File: config.mk
export PLATFORM = sky130hd
export DESIGN_NAME = link_bringup_mon
export DESIGN_NICKNAME = d
export VERILOG_FILES = /design/src/rtl/lbm_pkg.sv /design/src/rtl/lbm_tick_timer.sv /design/src/rtl/lbm_try_counter.sv /design/src/rtl/link_bringup_mon.sv
export SDC_FILE = /design/constraint.sdc
export NUM_CORES = 1
export LEC_CHECK = 0
export BUFFER_PORTS_ARGS = -buffer_cell sky130_fd_sc_hd__buf_2
export CORE_MARGIN = 4
export CORE_UTILIZATION = 60
export CTS_BUF_LIST = sky130_fd_sc_hd__clkbuf_8
export DETAILED_ROUTE_END_ITERATION = 7
export PLACE_DENSITY = 0.81
export SKIP_LAST_GASP = 1
export SYNTH_ARGS = -nofsm -noshare
export SYNTH_HDL_FRONTEND = slang
export SYNTH_SLANG_ARGS = --single-unit
File: constraint.sdc
create_clock -name clk -period 2.1 [get_ports clk]
set_input_delay 0.42 -clock clk [delete_from_list [all_inputs] [get_ports clk]]
set_output_delay 0.42 -clock clk [all_outputs]
set_load 0.05 [all_outputs]
File: src/rtl/lbm_pkg.sv
package lbm_pkg;
  typedef enum logic [2:0] {
    ST_IDLE    = 3'd0,
    ST_WAIT_DL = 3'd1,
    ST_WAIT_LA = 3'd2,
    ST_RST     = 3'd3,
    ST_OK      = 3'd4,
    ST_FAIL    = 3'd5
  } lbm_state_e;
endpackage

File: src/rtl/lbm_tick_timer.sv
module lbm_tick_timer #(
  parameter int unsigned W = 8
) (
  input  logic         clk,
  input  logic         rst,
  input  logic         load,
  input  logic [W-1:0] load_val,
  input  logic         tick,
  output logic         expire
);
  logic [W-1:0] rem_q;

  always_ff @(posedge clk) begin
    if (rst) begin
      rem_q <= '0;
    end else if (load) begin
      rem_q <= load_val;
    end else if (tick && (rem_q != '0)) begin
      rem_q <= rem_q - W'(1);
    end
  end

  // the tick that brings the remaining count from one to zero ends the window
  assign expire = tick && (rem_q == W'(1));
endmodule

File: src/rtl/lbm_try_counter.sv
module lbm_try_counter #(
  parameter int unsigned MAX_TRIES = 3
) (
  input  logic clk,
  input  logic rst,
  input  logic clear,
  input  logic incr,
  output logic last
);
  localparam int unsigned CW = $clog2(MAX_TRIES + 1);

  logic [CW-1:0] used_q;

  always_ff @(posedge clk) begin
    if (rst) begin
      used_q <= '0;
    end else if (clear) begin
      used_q <= CW'(1);
    end else if (incr && (used_q != CW'(MAX_TRIES))) begin
      used_q <= used_q + CW'(1);
    end
  end

  assign last = (used_q == CW'(MAX_TRIES));
endmodule

File: src/rtl/link_bringup_mon.sv
module link_bringup_mon #(
  parameter int unsigned TIMEOUT_TICKS  = 200,
  parameter int unsigned RST_HOLD_TICKS = 1,
  parameter int unsigned MAX_TRIES      = 3
) (
  input  logic clk,
  input  logic rst,
  input  logic start_i,
  input  logic tick_i,
  input  logic dl_up_i,
  input  logic lnk_active_i,
  output logic port_rst_o,
  output logic link_up_o,
  output logic link_failed_o
);
  import lbm_pkg::*;

  localparam int unsigned MAX_WIN = (TIMEOUT_TICKS > RST_HOLD_TICKS) ? TIMEOUT_TICKS : RST_HOLD_TICKS;
  localparam int unsigned TW      = $clog2(MAX_WIN + 1);
  localparam logic [TW-1:0] WAIT_LOAD = TW'(TIMEOUT_TICKS);
  localparam logic [TW-1:0] HOLD_LOAD = TW'(RST_HOLD_TICKS);

  lbm_state_e state_q, state_n;
  logic          tmr_load;
  logic [TW-1:0] tmr_val;
  logic          tmr_expire;
  logic          try_clear;
  logic          try_incr;
  logic          try_last;

  lbm_tick_timer #(.W(TW)) u_timer (
    .clk      (clk),
    .rst      (rst),
    .load     (tmr_load),
    .load_val (tmr_val),
    .tick     (tick_i),
    .expire   (tmr_expire)
  );

  lbm_try_counter #(.MAX_TRIES(MAX_TRIES)) u_tries (
    .clk   (clk),
    .rst   (rst),
    .clear (try_clear),
    .incr  (try_incr),
    .last  (try_last)
  );

  always_comb begin
    state_n   = state_q;
    tmr_load  = 1'b0;
    tmr_val   = WAIT_LOAD;
    try_clear = 1'b0;
    try_incr  = 1'b0;
    unique case (state_q)
      ST_IDLE, ST_OK, ST_FAIL: begin
        if (start_i) begin
          state_n   = ST_WAIT_DL;
          tmr_load  = 1'b1;
          try_clear = 1'b1;
        end
      end
      ST_WAIT_DL: begin
        // status is checked before the timeout, so a late arrival still counts
        if (dl_up_i) begin
          state_n  = ST_WAIT_LA;
          tmr_load = 1'b1;
        end else if (tmr_expire) begin
          state_n  = ST_RST;
          tmr_load = 1'b1;
          tmr_val  = HOLD_LOAD;
        end
      end
      ST_WAIT_LA: begin
        if (lnk_active_i) begin
          state_n = ST_OK;
        end else if (tmr_expire) begin
          state_n  = ST_RST;
          tmr_load = 1'b1;
          tmr_val  = HOLD_LOAD;
        end
      end
      ST_RST: begin
        if (tmr_expire) begin
          if (try_last) begin
            state_n = ST_FAIL;
          end else begin
            state_n  = ST_WAIT_DL;
            tmr_load = 1'b1;
            try_incr = 1'b1;
          end
        end
      end
      default: state_n = ST_IDLE;
    endcase
  end

  always_ff @(posedge clk) begin
    if (rst) begin
      state_q       <= ST_IDLE;
      port_rst_o    <= 1'b0;
      link_up_o     <= 1'b0;
      link_failed_o <= 1'b0;
    end else begin
      state_q       <= state_n;
      port_rst_o    <= (state_n == ST_RST);
      link_up_o     <= (state_n == ST_OK);
      link_failed_o <= (state_n == ST_FAIL);
    end
  end
endmodule

# ---- Yosys cells after proc, flatten, opt, wreduce, memory -nomap -nowiden
# Index checks and enable logic that the tools add are counted.
dict set report word_totals {
  regBits 16
}
dict set report op_classes {
  add_sub_neg 2
  n_eq_ne 11
  n_mux 24
  n_reduce_logical 9
}
# cell count
set ops {}
lappend ops {{$mux 8} 5}
lappend ops {{$mux 3} 6}
lappend ops {{$pmux 8 s2} 1}
lappend ops {{$eq 3x3->1 const B} 4}
lappend ops {{$pmux 3 s4} 1}
lappend ops {{$mux 1} 10}
lappend ops {{$eq 3x2->1 const B} 3}
lappend ops {{$eq 8x1->1 const B} 1}
lappend ops {{$reduce_bool 8->1} 1}
lappend ops {{$sub 8x1->8 const B} 1}
lappend ops {{$pmux 1 s4} 1}
lappend ops {{$reduce_bool 2->1} 2}
lappend ops {{$eq 3x1->1 const B} 1}
lappend ops {{$logic_and 1x1->1} 3}
lappend ops {{$logic_not 3->1} 1}
lappend ops {{$reduce_or 3->1} 1}
lappend ops {{$add 2x1->2 const B} 1}
lappend ops {{$eq 2x2->1 const B} 1}
lappend ops {{$ne 2x2->1 const B} 1}
lappend ops {{$reduce_or 2->1} 1}

# ---- Longest topological paths before layout
dict set report logic_depth {
  word_depth 7
  mapped_depth 6
}

# ---- Modules after synthesis
# A second synthesis with hierarchy kept.
dict set report hier_totals {
  hier_cells 114
  area_unflattened_um2 1014.7
}
# mod n_inst cells_per_inst area_per_inst_um2 seq_area_each_um2
set modules_own_cells {}
lappend modules_own_cells {lbm_tick_timer 1 63 513.0 160.2}
lappend modules_own_cells {link_bringup_mon 1 42 402.9 120.1}
lappend modules_own_cells {lbm_try_counter 1 9 98.8 40.0}

# ---- Worst setup path before layout
# Ideal clock, no wire load.
dict set report synth_path {
  kind {register -> register}
  startpoint {register u_timer.rem_q[1]}
  endpoint {register u_tries.used_q[1]}
  setup_time_ps 115
  arrival_time_ps 1843
  required_time_ps 1985
  slack_ps 141
  path_stages_with_launch 7
  n_path_buf 0
  synth_period_minus_slack_ps 1959
  path_cell_list {dfxtp_1 inv_1 ha_1 or4bb_1 nor4_4 mux2_2 and3_1}
}
dict set report synth_via {
  elab_chain_len 5
}
# element line
set synth_lines {}
lappend synth_lines {{start: declaration} lbm_tick_timer.sv:11} ;# logic [W-1:0] rem_q;
lappend synth_lines {{start signal: assignment} lbm_tick_timer.sv:17} ;# rem_q <= load_val;
lappend synth_lines {{start signal: assignment} lbm_tick_timer.sv:19} ;# rem_q <= rem_q - W'(1);
lappend synth_lines {{$eq 8x1->1} lbm_tick_timer.sv:24} ;# assign expire = tick && (rem_q == W'(1));
lappend synth_lines {{$logic_and 1x1->1} lbm_tick_timer.sv:24}
lappend synth_lines {{$mux 1} link_bringup_mon.sv:83} ;# if (tmr_expire) begin
lappend synth_lines {{$mux 1} link_bringup_mon.sv:54} ;# unique case (state_q)
lappend synth_lines {{$logic_and 1x1->1} lbm_try_counter.sv:19} ;# end else if (incr && (used_q != CW'(MAX_TRIES))) begin
lappend synth_lines {{end signal: assignment} lbm_try_counter.sv:20} ;# used_q <= used_q + CW'(1);
lappend synth_lines {{end: declaration} lbm_try_counter.sv:12} ;# logic [CW-1:0] used_q;
# No other way between the ends.
# A chain may end at the register's enable or synchronous reset.

# ---- Final worst setup path
dict set report layout_path {
  startpoint {register u_timer.rem_q[2]}
  endpoint {register u_timer.rem_q[0]}
}
dict set report layout_via {
  elab_chain_len 6
}
# element line
set layout_lines {}
lappend layout_lines {{$eq 8x1->1} lbm_tick_timer.sv:24}
lappend layout_lines {{$logic_and 1x1->1} lbm_tick_timer.sv:24}
lappend layout_lines {{$mux 1 / $mux 8 (equally long branches)} {link_bringup_mon.sv:67, link_bringup_mon.sv:76}}
lappend layout_lines {{$mux 1 (tied with other cells)} link_bringup_mon.sv:74} ;# if (lnk_active_i) begin
lappend layout_lines {{$pmux 1 s4 / $pmux 8 s2 (equally long branches)} link_bringup_mon.sv:54}
lappend layout_lines {{$mux 8 / $reduce_bool 2->1 (equally long branches)} --}
# Parallel ways exist; a longest one is shown, timed or not.

==> key figures <==
Run status
  • Status: finished clean

Route
  • Count of antenna-violating nets left after detailed routing: 0
  • Total length of routed wires: 2.06 mm
  • DR DRC count: 0
  • Vias after detailed routing: 812
  • DRT iter0 DRCs: 20
  • Detail-routed net length per standard cell: 15.7 µm
  • 1st-pass router iterations: 4
  • Average vias per placed instance: 6.20

STA
  • Slew headroom: 53.8%
  • Pins Over Slew Limit: 0
  • Worst-Margin Slew: 0.684 ns
  • Final Worst Setup Slack: 0.103 ns
  • Highest attainable clock frequency: 501 MHz
  • Share of the clock period used by the worst path after layout: 95.1%
  • Setup repair after global routing missed its margin: no
  • Final hold violations: 0
  • Final setup skew: 0.00269 ns
  • Time the final worst path needs with I/O delays and setup: 2.00 ns
  • Number of setup violations in the final report: 0
  • Total negative slack: 0 ns

Power
  • Pwr dens: 1060 nW/µm²
  • Net switching power: 398 µW
  • Peak supply drop: 0.899 mV
  • Seq pwr share: 36.0%
  • Leak pwr: 0.399 nW
  • Switching part of the total: 35.4%
  • Clk pwr share: 24.2%
  • Total internal power: 726 µW
  • Part of the total power dissipated in combinational logic: 39.9%

Global route
  • Combined global-route utilization of all metal layers: 21.9%
  • Antenna violations before repair: 0
  • Total congestion overflow: 0
  • First-pass GRT wire length: 3.33 mm
  • Maximum number of pins on one net before global-route repair: 14
  • Vias in the first global route: 756

Setup path
  • Capturing element type of the critical path: register
  • Largest delay contributor family on the critical path: simple AND/OR/NAND/NOR gates
  • CP arrival: 2.16 ns
  • CP Data Required Time: 2.26 ns
  • Beginning of the critical path: u_timer.rem_q[2]$_SDFFE_PP0P_
  • CP cell instances: or4_1 > or2_4 > or4_1 > o31ai_1
  • Critical Path Slowest Stage Cell: sky130_fd_sc_hd__or4_1
  • Most numerous cell on the critical path: sky130_fd_sc_hd__or4_1
  • Worst setup path category: register to register
  • CP Max Fanout: 8
  • CP max stage delay: 0.70 ns
  • Worst path buffer plus inverter count: 0
  • Kind of launch point of the worst setup path: register
  • R2R Path Start: u_timer.rem_q[2]$_SDFFE_PP0P_

Placement
  • Count of placed standard cells including taps: 127
  • Placement-stage cell area: 988 µm²
  • Final weighted congestion of routability-driven global placement: 0.878
  • Post-place setup slack: 0.0121 ns
  • Final HPWL from detailed placement: 1.49 mm
  • Number of buffers inserted by port buffering: 8

Flow run
  • Max cap viols: 0

Yosys
  • Post-synthesis adder-cell area fraction: 5.40%
  • Synthesized-area fraction occupied by ao, oa, aoi and oai cells: 16.6%
  • Syn avg cell area: 8.83 µm²
  • Syn Nets: 115
  • Main combinational cell family by area after synthesis: simple AND/OR/NAND/NOR gates
  • Synthesized instance count: 105
  • Fraction of synthesized cell area in xor and xnor cells: 4.72%
  • Register bit total from synthesis: 16
  • Basic-gate share of the synthesized area counting and, or, nand and nor cells: 29.8%
  • Top_reg_cell synth: sky130_fd_sc_hd__dfxtp_1
  • Netlist area before placement: 927 µm²
  • Count of yosys warnings during synthesis: 0
  • Async SR Flop Fraction: 0%
  • Multiplexer share of the synthesized area: 3.51%
  • Sequential-to-total area share from yosys stat: 34.5%
  • Number of distinct library cell variants in the gate-level netlist after synthesis: 39
  • Post-synth EDFFs: 0

Cells and area
  • Layout cell share with drive strength beyond 1: 23.3%
  • Post-layout instance area: 1060 µm²
  • FILL cells: 96
  • Fin util: 76.7%
  • N_diodes: 0
  • Net count reported at finish: 127
  • Relative area change from synthesis to final layout: 14.4%
  • Non-filler cells in the finished layout: 131

Clocking
  • Number of H-tree branching levels: 1
  • TritonCTS clock tree: yes
  • Number of buffers inserted to repair setup after CTS: 0
  • Clock insertion delay at the later pin of the skew report: 0.25 ns
  • Cts bufs inserted: 3
  • Number of clock sinks seen by CTS: 16
  • Clock-pin slew on the worst setup and hold paths: 0.06 ns
  • Clock root buffer master: sky130_fd_sc_hd__clkbuf_8
  • Max Root-Sink Buffers: 2
  • CTS hold repair buffers: 0

Min path
  • Min-Delay Path Class: primary input to register
  • Worst hold start: rst

Die
  • Number of primary I/O pins: 9
  • Die Span X: 47.3 µm
  • Initial Util: 67.1%
  • Std-Cell Core Area: 1380 µm²
  • Cell Rows: 13
  • Vert. Die Dim: 47.3 µm
  • Die ar.: 2240 µm²
==> metrics by stage <==
stage                     total power [mW]  hold slack, ns
after floorplan                      0.757           0.474
after global placement               0.811           0.490
after detailed placement             0.838           0.497
after CTS                             1.12           0.462
after global routing                  1.19           0.487
final                                 1.12           0.465
==> cell type report <==
type / instances / area, µm² / share of cell area [%]
Multi-Input combinational cell: 78 / 574 / 54.1
Sequential cell: 16 / 320 / 30.2
Timing Repair Buffer: 12 / 70.1 / 6.60
Clock buffer: 4 / 55.1 / 5.19
Inverter: 6 / 22.5 / 2.12
Tap cell: 15 / 18.8 / 1.77
==> Yosys cell counts (2+ instances only) <==
library cell               count  area, µm²
sky130_fd_sc_hd__nor4_1        3       18.8
sky130_fd_sc_hd__or4_1         4       30.0
sky130_fd_sc_hd__nand2b_1      2       12.5
sky130_fd_sc_hd__dfxtp_1      16        320
sky130_fd_sc_hd__nor3b_1       3       22.5
sky130_fd_sc_hd__ha_1          4       50.1
sky130_fd_sc_hd__a21oi_1       5       25.0
sky130_fd_sc_hd__o31ai_1       2       15.0
sky130_fd_sc_hd__a211oi_1      3       22.5
sky130_fd_sc_hd__nor3_1        5       25.0
sky130_fd_sc_hd__nand2_1       4       15.0
sky130_fd_sc_hd__nand3b_1      2       15.0
sky130_fd_sc_hd__nor2b_1       5       31.3
sky130_fd_sc_hd__mux2_2        2       22.5
sky130_fd_sc_hd__clkbuf_1      2       7.51
sky130_fd_sc_hd__xnor2_1       5       43.8
sky130_fd_sc_hd__nor2_1        6       22.5
sky130_fd_sc_hd__a31oi_1       2       12.5
sky130_fd_sc_hd__o21ai_0       5       25.0
sky130_fd_sc_hd__inv_1         6       22.5
==> power groups by stage <==
| stage | logic [mW] | clock network, mW | registers, mW |
|---|---|---|---|
| after floorplan | 0.357 | 0 | 0.401 |
| after global placement | 0.408 | 0 | 0.402 |
| after detailed placement | 0.435 | 0 | 0.404 |
| after CTS | 0.441 | 0.277 | 0.401 |
| after global routing | 0.493 | 0.289 | 0.412 |
| final | 0.448 | 0.272 | 0.404 |
==> flip-flops by register name, indices dropped and copies added, names as in the netlist <==
signal	count
u_tries.used_q	2
link_failed_o	1
link_up_o	1
u_timer.rem_q	8
port_rst_o	1
state_q	3
==> worst paths after layout <==
kind                                     to  depth (start not counted)  slack (ns)
max reg2reg   u_timer.rem_q[0]$_SDFFE_PP0P_                          4        0.10
max           u_timer.rem_q[0]$_SDFFE_PP0P_                          4        0.10
min          u_tries.used_q[0]$_SDFFE_PP0P_                          2        0.47
min reg2reg   u_timer.rem_q[5]$_SDFFE_PP0P_                          2        0.51
==> routing by layer <==
layer	part of all wire, %	global-route usage (%)	wire length (µm)	vias up
li1	-	-	-	411
met4	0.97	11.6	20	0
met5	0	0	0	-
met2	49	35.8	1010	18
met1	45	25.6	932	379
met3	4.7	6.13	97	4
==> placed cells by master (no fill, tap or decap), types with 2 or more instances in the layout <==
master,netlist,layout
sky130_fd_sc_hd__a211oi_1,3,3
sky130_fd_sc_hd__a21oi_1,5,5
sky130_fd_sc_hd__a31oi_1,2,2
sky130_fd_sc_hd__buf_2,1,8
sky130_fd_sc_hd__buf_4,0,4
sky130_fd_sc_hd__clkbuf_8,0,4
sky130_fd_sc_hd__dfxtp_1,16,16
sky130_fd_sc_hd__ha_1,4,4
sky130_fd_sc_hd__inv_1,6,5
sky130_fd_sc_hd__mux2_2,2,2
sky130_fd_sc_hd__nand2_1,4,4
sky130_fd_sc_hd__nand2b_1,2,2
sky130_fd_sc_hd__nand3b_1,2,2
sky130_fd_sc_hd__nor2_1,6,6
sky130_fd_sc_hd__nor2b_1,5,5
sky130_fd_sc_hd__nor3_1,5,5
sky130_fd_sc_hd__nor3b_1,3,3
sky130_fd_sc_hd__nor4_1,3,2
sky130_fd_sc_hd__o21ai_0,5,5
sky130_fd_sc_hd__o31ai_1,2,2
sky130_fd_sc_hd__or4_1,4,4
sky130_fd_sc_hd__xnor2_1,5,5
==> what timing repair did <==
item,in CTS,in global routing
setup endpoints to repair,3,9
gates resized for setup,1,3
pin swaps,0,1
==> logic make-up (layout without fill, tap and decap cells) <==
kind of cell,Yosys count,count (layout)
XOR/XNOR,5,5
AO/OA/AOI/OAI,23,23
AND/OR/NAND/NOR,43,43
buffers and inverters,11,22
multiplexers,3,3
adder cells (fa/ha/maj),4,4
flip-flops,16,16
(Power assumes the default switching activity.)
